[config.mk]
export PLATFORM = sky130hd
export DESIGN_NAME = mc_seq
export DESIGN_NICKNAME = d
export VERILOG_FILES = /design/src/rtl/mc_seq_pkg.sv /design/src/rtl/mc_seq_decode.sv /design/src/rtl/mc_seq_alu.sv /design/src/rtl/mc_seq_regfile.sv /design/src/rtl/mc_seq.sv
export SDC_FILE = /design/constraint.sdc
export NUM_CORES = 2
export LEC_CHECK = 0
export ABC_CLOCK_PERIOD_IN_PS = 7300
export CAP_MARGIN = 5
export CORE_UTILIZATION = 50
export CTS_BUF_LIST = sky130_fd_sc_hd__clkbuf_4 sky130_fd_sc_hd__clkbuf_8
export CTS_CLUSTER_DIAMETER = 40
export CTS_CLUSTER_SIZE = 30
export DETAILED_ROUTE_END_ITERATION = 10
export DONT_BUFFER_PORTS = 1
export SLEW_MARGIN = 20
export SYNTH_ARGS = -nofsm -noshare
export SYNTH_HDL_FRONTEND = slang
export SYNTH_SLANG_ARGS = --single-unit
[constraint.sdc]
create_clock -name clk_i -period 7.3 [get_ports clk_i]
set_clock_uncertainty 0.2 [all_clocks]
set_input_delay 1.46 -clock clk_i [delete_from_list [all_inputs] [get_ports clk_i]]
set_output_delay 1.46 -clock clk_i [all_outputs]
set_load 0.02 [all_outputs]
[src/rtl/mc_seq_pkg.sv]
package mc_seq_pkg;
  localparam int unsigned XLEN = 32;
  localparam int unsigned NREG = 32;

  localparam logic [5:0] OPC_RTYPE = 6'h00;
  localparam logic [5:0] OPC_JUMP  = 6'h02;
  localparam logic [5:0] OPC_BRZ   = 6'h04;
  localparam logic [5:0] OPC_BRNZ  = 6'h05;
  localparam logic [5:0] OPC_ADDI  = 6'h08;
  localparam logic [5:0] OPC_ANDI  = 6'h0C;
  localparam logic [5:0] OPC_ORI   = 6'h0D;
  localparam logic [5:0] OPC_XORI  = 6'h0E;
  localparam logic [5:0] OPC_LDW   = 6'h23;
  localparam logic [5:0] OPC_STW   = 6'h2B;

  localparam logic [10:0] FN_ADD = 11'h020;
  localparam logic [10:0] FN_SUB = 11'h022;
  localparam logic [10:0] FN_AND = 11'h024;
  localparam logic [10:0] FN_OR  = 11'h025;
  localparam logic [10:0] FN_XOR = 11'h026;

  typedef enum logic [2:0] {
    ST_IF  = 3'd0,
    ST_ID  = 3'd1,
    ST_EX  = 3'd2,
    ST_MEM = 3'd3,
    ST_WB  = 3'd4
  } step_e;

  typedef enum logic [2:0] {
    CL_ALU_R, CL_ALU_I, CL_LOAD, CL_STORE, CL_BRANCH, CL_JUMP, CL_NOP
  } cls_e;

  typedef enum logic [2:0] {
    OP_ADD, OP_SUB, OP_AND, OP_OR, OP_XOR
  } alu_op_e;

  typedef struct packed {
    cls_e        cls;
    alu_op_e     op;
    logic [4:0]  rd;
    logic        br_on_zero;
    logic        wb;
  } ctrl_t;
endpackage

[src/rtl/mc_seq_decode.sv]
module mc_seq_decode
  import mc_seq_pkg::*;
(
  input  logic [5:0]  opc_i,
  input  logic [10:0] func_i,
  input  logic [4:0]  rd_imm_i,
  input  logic [4:0]  rd_reg_i,
  output ctrl_t       ctrl_o
);
  always_comb begin
    ctrl_o            = '0;
    ctrl_o.cls        = CL_NOP;
    ctrl_o.op         = OP_ADD;
    ctrl_o.rd         = rd_imm_i;
    ctrl_o.br_on_zero = 1'b0;
    ctrl_o.wb         = 1'b0;
    unique case (opc_i)
      OPC_RTYPE: begin
        ctrl_o.rd = rd_reg_i;
        ctrl_o.wb = 1'b1;
        ctrl_o.cls = CL_ALU_R;
        unique case (func_i)
          FN_ADD:  ctrl_o.op = OP_ADD;
          FN_SUB:  ctrl_o.op = OP_SUB;
          FN_AND:  ctrl_o.op = OP_AND;
          FN_OR:   ctrl_o.op = OP_OR;
          FN_XOR:  ctrl_o.op = OP_XOR;
          default: begin
            ctrl_o.cls = CL_NOP;
            ctrl_o.wb  = 1'b0;
          end
        endcase
      end
      OPC_ADDI: begin ctrl_o.cls = CL_ALU_I; ctrl_o.op = OP_ADD; ctrl_o.wb = 1'b1; end
      OPC_ANDI: begin ctrl_o.cls = CL_ALU_I; ctrl_o.op = OP_AND; ctrl_o.wb = 1'b1; end
      OPC_ORI:  begin ctrl_o.cls = CL_ALU_I; ctrl_o.op = OP_OR;  ctrl_o.wb = 1'b1; end
      OPC_XORI: begin ctrl_o.cls = CL_ALU_I; ctrl_o.op = OP_XOR; ctrl_o.wb = 1'b1; end
      OPC_LDW:  begin ctrl_o.cls = CL_LOAD;  ctrl_o.wb = 1'b1; end
      OPC_STW:  ctrl_o.cls = CL_STORE;
      OPC_BRZ:  begin ctrl_o.cls = CL_BRANCH; ctrl_o.br_on_zero = 1'b1; end
      OPC_BRNZ: ctrl_o.cls = CL_BRANCH;
      OPC_JUMP: ctrl_o.cls = CL_JUMP;
      default:  ctrl_o.cls = CL_NOP;
    endcase
  end
endmodule

[src/rtl/mc_seq_alu.sv]
module mc_seq_alu
  import mc_seq_pkg::*;
#(
  parameter int unsigned W = XLEN
) (
  input  logic [W-1:0] a_i,
  input  logic [W-1:0] b_i,
  input  alu_op_e      op_i,
  output logic [W-1:0] y_o
);
  always_comb begin
    unique case (op_i)
      OP_SUB:  y_o = a_i - b_i;
      OP_AND:  y_o = a_i & b_i;
      OP_OR:   y_o = a_i | b_i;
      OP_XOR:  y_o = a_i ^ b_i;
      default: y_o = a_i + b_i;
    endcase
  end
endmodule

[src/rtl/mc_seq_regfile.sv]
module mc_seq_regfile #(
  parameter int unsigned W = 32,
  parameter int unsigned N = 32
) (
  input  logic                 clk_i,
  input  logic                 rst_ni,
  input  logic [$clog2(N)-1:0] ra_i,
  input  logic [$clog2(N)-1:0] rb_i,
  output logic [W-1:0]         rdata_a_o,
  output logic [W-1:0]         rdata_b_o,
  input  logic                 we_i,
  input  logic [$clog2(N)-1:0] wa_i,
  input  logic [W-1:0]         wd_i
);
  localparam int unsigned AW = $clog2(N);

  logic [N-1:0][W-1:0] regs_w;

  for (genvar gi = 0; gi < N; gi++) begin : g_reg
    if (gi == 0) begin : g_zero
      assign regs_w[gi] = '0;
    end else begin : g_live
      logic [W-1:0] q;
      always_ff @(posedge clk_i or negedge rst_ni) begin
        if (!rst_ni) q <= '0;
        else if (we_i && wa_i == AW'(gi)) q <= wd_i;
      end
      assign regs_w[gi] = q;
    end
  end

  assign rdata_a_o = regs_w[ra_i];
  assign rdata_b_o = regs_w[rb_i];
endmodule

[src/rtl/mc_seq.sv]
module mc_seq
  import mc_seq_pkg::*;
#(
  parameter int unsigned XW = XLEN,
  parameter int unsigned NR = NREG
) (
  input  logic          clk_i,
  input  logic          rst_ni,
  output logic [XW-3:0] mem_addr_o,
  output logic          mem_we_o,
  output logic [XW-1:0] mem_wdata_o,
  input  logic [XW-1:0] mem_rdata_i,
  output logic [2:0]    step_o,
  output logic [XW-1:0] pc_o,
  output logic          done_o
);
  localparam int unsigned RAW = $clog2(NR);

  step_e         step_q;
  logic [XW-1:0] pc_q, npc_q, ir_q, a_q, b_q, imm_q, alu_q, lmd_q;
  logic          cond_q;

  ctrl_t         ctrl;
  logic [XW-1:0] rf_a, rf_b, opa, opb, alu_y;
  alu_op_e       alu_op;
  logic          cond_d, last;
  logic          rf_we;
  logic [XW-1:0] rf_wd;

  mc_seq_decode u_dec (
    .opc_i    (ir_q[31:26]),
    .func_i   (ir_q[10:0]),
    .rd_imm_i (ir_q[20:16]),
    .rd_reg_i (ir_q[15:11]),
    .ctrl_o   (ctrl)
  );

  // register reads use the word arriving from memory during decode
  mc_seq_regfile #(.W(XW), .N(NR)) u_rf (
    .clk_i     (clk_i),
    .rst_ni    (rst_ni),
    .ra_i      (mem_rdata_i[25:21]),
    .rb_i      (mem_rdata_i[20:16]),
    .rdata_a_o (rf_a),
    .rdata_b_o (rf_b),
    .we_i      (rf_we),
    .wa_i      (RAW'(ctrl.rd)),
    .wd_i      (rf_wd)
  );

  always_comb begin
    opa    = a_q;
    opb    = b_q;
    alu_op = ctrl.op;
    unique case (ctrl.cls)
      CL_ALU_I:            opb = imm_q;
      CL_LOAD, CL_STORE:   begin opb = imm_q; alu_op = OP_ADD; end
      CL_BRANCH:           begin opa = npc_q; opb = imm_q; alu_op = OP_ADD; end
      CL_JUMP:             begin
        opa    = npc_q;
        opb    = {{(XW-26){ir_q[25]}}, ir_q[25:0]};
        alu_op = OP_ADD;
      end
      default: ;
    endcase
  end

  mc_seq_alu #(.W(XW)) u_alu (
    .a_i  (opa),
    .b_i  (opb),
    .op_i (alu_op),
    .y_o  (alu_y)
  );

  always_comb begin
    unique case (ctrl.cls)
      CL_BRANCH: cond_d = ctrl.br_on_zero ? (a_q == '0) : (a_q != '0);
      CL_JUMP:   cond_d = 1'b1;
      default:   cond_d = 1'b0;
    endcase
  end

  assign last  = (step_q == ST_WB) || (step_q == ST_MEM && !ctrl.wb);
  assign rf_we = (step_q == ST_WB) && ctrl.wb;
  assign rf_wd = (ctrl.cls == CL_LOAD) ? lmd_q : alu_q;

  // load address leaves in execute so the data lands in LMD at the memory step
  always_comb begin
    if (step_q == ST_EX && ctrl.cls == CL_LOAD)        mem_addr_o = alu_y[XW-1:2];
    else if (step_q == ST_MEM && ctrl.cls == CL_STORE) mem_addr_o = alu_q[XW-1:2];
    else                                               mem_addr_o = pc_q[XW-1:2];
  end

  assign mem_we_o    = (step_q == ST_MEM) && (ctrl.cls == CL_STORE);
  assign mem_wdata_o = b_q;
  assign step_o      = step_q;
  assign pc_o        = pc_q;
  assign done_o      = last;

  always_ff @(posedge clk_i or negedge rst_ni) begin
    if (!rst_ni) begin
      step_q <= ST_IF;
      pc_q   <= '0;
      npc_q  <= '0;
      ir_q   <= '0;
      a_q    <= '0;
      b_q    <= '0;
      imm_q  <= '0;
      alu_q  <= '0;
      lmd_q  <= '0;
      cond_q <= 1'b0;
    end else begin
      unique case (step_q)
        ST_IF: begin
          npc_q  <= pc_q + XW'(4);
          step_q <= ST_ID;
        end
        ST_ID: begin
          ir_q   <= mem_rdata_i;
          a_q    <= rf_a;
          b_q    <= rf_b;
          imm_q  <= {{(XW-16){mem_rdata_i[15]}}, mem_rdata_i[15:0]};
          step_q <= ST_EX;
        end
        ST_EX: begin
          alu_q  <= alu_y;
          cond_q <= cond_d;
          step_q <= ST_MEM;
        end
        ST_MEM: begin
          lmd_q <= mem_rdata_i;
          if (ctrl.wb) begin
            step_q <= ST_WB;
          end else begin
            pc_q   <= cond_q ? alu_q : npc_q;
            step_q <= ST_IF;
          end
        end
        ST_WB: begin
          pc_q   <= npc_q;
          step_q <= ST_IF;
        end
        default: step_q <= ST_IF;
      endcase
    end
  end
endmodule

==> out/qor.tcl <==
set qor(slew_headroom_pct) 20.9
set qor(maxCapViolations) 0
set qor(vdd_drop_max_mv) 0.196
set qor(routed-via-count) 48700
set qor(cts_tree) {built}
set qor(cts-buffers-inserted) 172
set qor(crit_fanout) 5
set qor(setup_violations) 5
set qor(port_buffers) 0
set qor(timing_hold_violations_final) 0
set qor(worst_setup_margin_ns) -0.160
set qor(postSynthAreaPerCell_um2) 11.0
set qor(cp-start-kind) {flip-flop}
set qor(min_from) {lmd_q[30]}
set qor(maximum_buffer_depth_of_the_clock_tree) 3
set qor(comb_power_share_pct) 36.8
set qor(critical_path_class) {reg -> out}
set qor(area.growth.synth_to_final_pct) 10.3
set qor(most_used_flip_flop_cell_after_synthesis) {sky130_fd_sc_hd__dfrtp_1}
set qor(netlist_top_cells_area) {sky130_fd_sc_hd__dfrtp_1, sky130_fd_sc_hd__mux4_2, sky130_fd_sc_hd__o21ai_0, sky130_fd_sc_hd__nand2_1, sky130_fd_sc_hd__a21oi_1}
set qor(design.final.nets) 5967
set qor(postSynthRegisterBits) 1220
set qor(swShare_pct) 39.8
set qor(grt_usage_pct) 32.6
set qor(max_freq_ghz) 0.134
set qor(post-route-min-period_ns) 7.46
set qor(post-route-drc-count) 0
set qor(drive_above_1_share_pct) 22.9
set qor(rr_startpoint) {ir_q[29]}
set qor(worst_pin_slew_ns) 1.19
set qor(grt_pass1_vias) 47300
set qor(clk_latency_ns) 0.95
set qor(grt_antenna_before_repair) 12
set qor(grt_pass1_wl_um) 317000
set qor(critical_path.cell_chain) {or3_4 -> a211oi_4 -> buf_4 -> a21oi_4 -> a221oi_4 -> inv_2 -> nor4b_4 -> nand3_2 -> nand2_1 -> xnor2_1 -> ha_1 -> and3_4 -> a221oi_4 -> o21ai_2 -> o41a_1 -> a211oi_2 -> xnor2_1 -> nand2_1 -> mux2i_1 -> buf_4}
set qor(avgRoutedWirePerCell_um) 27.6
set qor(clk_pin_slew_worst_paths_ns) 0.07
set qor(yosysTopAreaCell) {sky130_fd_sc_hd__dfrtp_1}
set qor(startpoint) {ir_q[29]}
set qor(status) {finished with violations}
set qor(synth.yosys.warnings) 0
set qor(fp.dieH_um) 365
set qor(worstHoldPathType) {reg -> reg}
set qor(final_min_period_over_clock_period_pct) 102
set qor(clock_root_buffer_master) {sky130_fd_sc_hd__clkbuf_8}
set qor(internal_mw) 13.7
set qor(timing.setup.tns_ns) -0.453
set qor(synth.distinct_cells) 75
set qor(timing.critical_path.required_ns) 5.64
set qor(synth.top_cell.area_share_pct) 46.4
set qor(p_clk_share_pct) 27.6
set qor(whs_endpoint) {lmd_q[30]}
set qor(die-width_um) 365
set qor(gp_congestion) 0.947
set qor(finalMaxSlewViolations) 0
set qor(grt_start_max_net_pins) 261
set qor(design.portCount) 133
set qor(detailedPlacementHpwl_um) 122000
set qor(slowest_stage) {sky130_fd_sc_hd__o41a_1}
set qor(arrival_ns) 5.80
set qor(crit_path_end_kind) {output pin}
set qor(crit-reg2reg-capture) {alu_q[31]}
set qor(routed_wirelength_um) 214000
set qor(synthesized_netlist_net_count) 6140
set qor(synth_enable_flop_cells) 0
set qor(power.static_leakage_nw) 32.2
set qor(cts_max_level) 4
set qor(cts_hold_repair.buffers) 0
set qor(r2r_slack_ns) 2.20
set qor(post_synth_inst_count) 6010
set qor(drt-initial-drc-count) 5284
set qor(cellPowerDensity_nw_per_um2) 314
set qor(drt-pass1-iter-count) 8
set qor(die_area_um2) 133000
set qor(coreArea_um2) 130000
set qor(core.rowCount) 132
set qor(detail_route.vias_per_cell) 6.29
set qor(synth_seq_area_share_pct) 46.4
set qor(ant_nets) 0
set qor(cp_slowest_stage_delay_ns) 0.46
set qor(violations_in_the_final_reports) {setup timing}
set qor(share_seq_of_total_power_pct) 35.7
set qor(grt_remaining_overflow) 0
set qor(overall_power_of_the_completed_layout_mw) 22.8
set qor(min_delay_path_depth) 2
set qor(cts_sinks) 1220
set qor(grt_setup_unrepaired) {yes}
set qor(rr_worst_depth) 22
set qor(initial_util_pct) 50.6
set qor(mappedNetlistArea_um2) 65900
set qor(power.switching_mw) 9.10
set qor(synth-async-reset-ratio_pct) 100
-- Yosys cell counts, types with 64 or more instances --
cell	count
sky130_fd_sc_hd__nand2_1	864
sky130_fd_sc_hd__buf_1	80
sky130_fd_sc_hd__o21ai_0	733
sky130_fd_sc_hd__inv_1	82
sky130_fd_sc_hd__ha_1	95
sky130_fd_sc_hd__a22o_1	64
sky130_fd_sc_hd__mux2_2	105
sky130_fd_sc_hd__mux4_2	576
sky130_fd_sc_hd__a21oi_1	525
sky130_fd_sc_hd__clkbuf_1	416
sky130_fd_sc_hd__mux2i_1	193
sky130_fd_sc_hd__dfrtp_1	1220
sky130_fd_sc_hd__nor2_1	547
-- critical path: cells and delay by family (launching register included) --
family,cells,cell delay [ns]
flops,1,0.38
xor+xnor,2,0.22
compound gates,7,1.85
mux,1,0.22
simple gates,6,1.38
buf+inv,3,0.46
fa+ha+maj,1,0.32
-- per-stage QoR --
stage,instance area (um^2),worst slack (ns),instances,hold WS [ns],util [%]
final,72600,-0.160,7733,0.299,55.8
after global routing,72600,-0.379,7732,0.321,55.8
after CTS,72200,-0.249,7701,0.299,55.5
after detailed placement,67700,0.0709,7354,0.282,52.0
after global placement,67500,0.0979,7345,0.273,51.8
after floorplan,65900,0.233,6010,0.245,-
-- layer usage --
| layer | vias up | part of all wire, % | GRT usage (%) |
|---|---|---|---|
| li1 | 21400 | - | - |
| met1 | 24900 | 42 | 46.1 |
| met2 | 1937 | 47 | 50.7 |
| met3 | 402 | 7.9 | 6.30 |
| met4 | 2 | 3.4 | 10.8 |
| met5 | - | 0.0066 | 0 |
-- cells by family (layout without fill, tap and decap cells) --
family	Yosys count	in the layout	share of synthesized area [%]
flops	1220	1220	46.4
fa+ha+maj	96	96	1.84
simple gates	1613	1613	10.1
compound gates	1491	1492	12.5
other cells	0	10	0
buf+inv	635	605	3.76
mux	874	874	24.4
xor+xnor	81	81	1.08
-- power groups by stage --
stage / Combinational [mW] / Clock, mW / Sequential (mW)
2_1_floorplan: 5.40 / 0 / 7.89
3_3_place_gp: 7.23 / 0 / 8.24
3_5_place_dp: 7.40 / 0 / 8.24
4_1_cts: 7.89 / 6.40 / 8.12
5_1_grt: 9.12 / 6.67 / 8.21
6_report: 8.40 / 6.29 / 8.14
-- cells in the final DEF, fill, tap and decap left out, types with 17 or more instances in the layout --
cell type	count
sky130_fd_sc_hd__dfrtp_1	1218
sky130_fd_sc_hd__nand2_1	859
sky130_fd_sc_hd__o21ai_0	723
sky130_fd_sc_hd__mux4_2	576
sky130_fd_sc_hd__nor2_1	538
sky130_fd_sc_hd__a21oi_1	512
sky130_fd_sc_hd__clkbuf_8	187
sky130_fd_sc_hd__buf_4	186
sky130_fd_sc_hd__mux2i_1	156
sky130_fd_sc_hd__mux2_2	103
sky130_fd_sc_hd__ha_1	93
sky130_fd_sc_hd__inv_1	82
sky130_fd_sc_hd__a22o_1	64
sky130_fd_sc_hd__xnor2_1	56
sky130_fd_sc_hd__a211oi_1	39
sky130_fd_sc_hd__inv_6	37
sky130_fd_sc_hd__mux2i_2	33
sky130_fd_sc_hd__nor2b_1	25
sky130_fd_sc_hd__xor2_1	24
sky130_fd_sc_hd__nand3_1	22
sky130_fd_sc_hd__clkinv_2	22
sky130_fd_sc_hd__clkinvlp_4	20
sky130_fd_sc_hd__nand3_4	18
sky130_fd_sc_hd__nand2b_1	17
sky130_fd_sc_hd__bufinv_16	17
-- flip-flops by register name (all words and copies together), names as in the netlist, 32 cells and up --
signal           count
alu_q               32
u_rf.g.g_live.q    992
npc_q               32
pc_o                32
lmd_q               32
mem_wdata_o         32
a_q                 32
ir_q                32
-- area by class of cell --
cell class / count / area (um^2)
diodes: 10 / 25.0
clock buffers: 199 / 2660
clock inverters: 119 / 1330
fillers: 11100 / 57500
inverters: 83 / 312
multi-input cells: 4156 / 33800
flip-flops and latches: 1220 / 30500
well taps: 1742 / 2180
repair buffers: 204 / 1800
-- what timing repair did --
action / in CTS / in global routing
buffers inserted: 28 / 21
pin swaps: 36 / 29
hold endpoints to repair: 0 / 0
resized for setup: 55 / 58
endpoints found under the setup margin: 26 / 24
cloned: 1 / 0
-- worst max path at each step --
stage | slack (ns) | depth (start not counted) | endpoint
detailed placement | 0.07 | 20 | mem_addr_o[25]
CTS | -0.25 | 19 | mem_addr_o[27]
finish | -0.16 | 20 | mem_addr_o[27]
floorplan | 0.23 | 18 | mem_addr_o[21]
global route | -0.38 | 24 | mem_addr_o[29]
global placement | 0.1 | 20 | mem_addr_o[25]
Power figures use the tool's default switching activity.
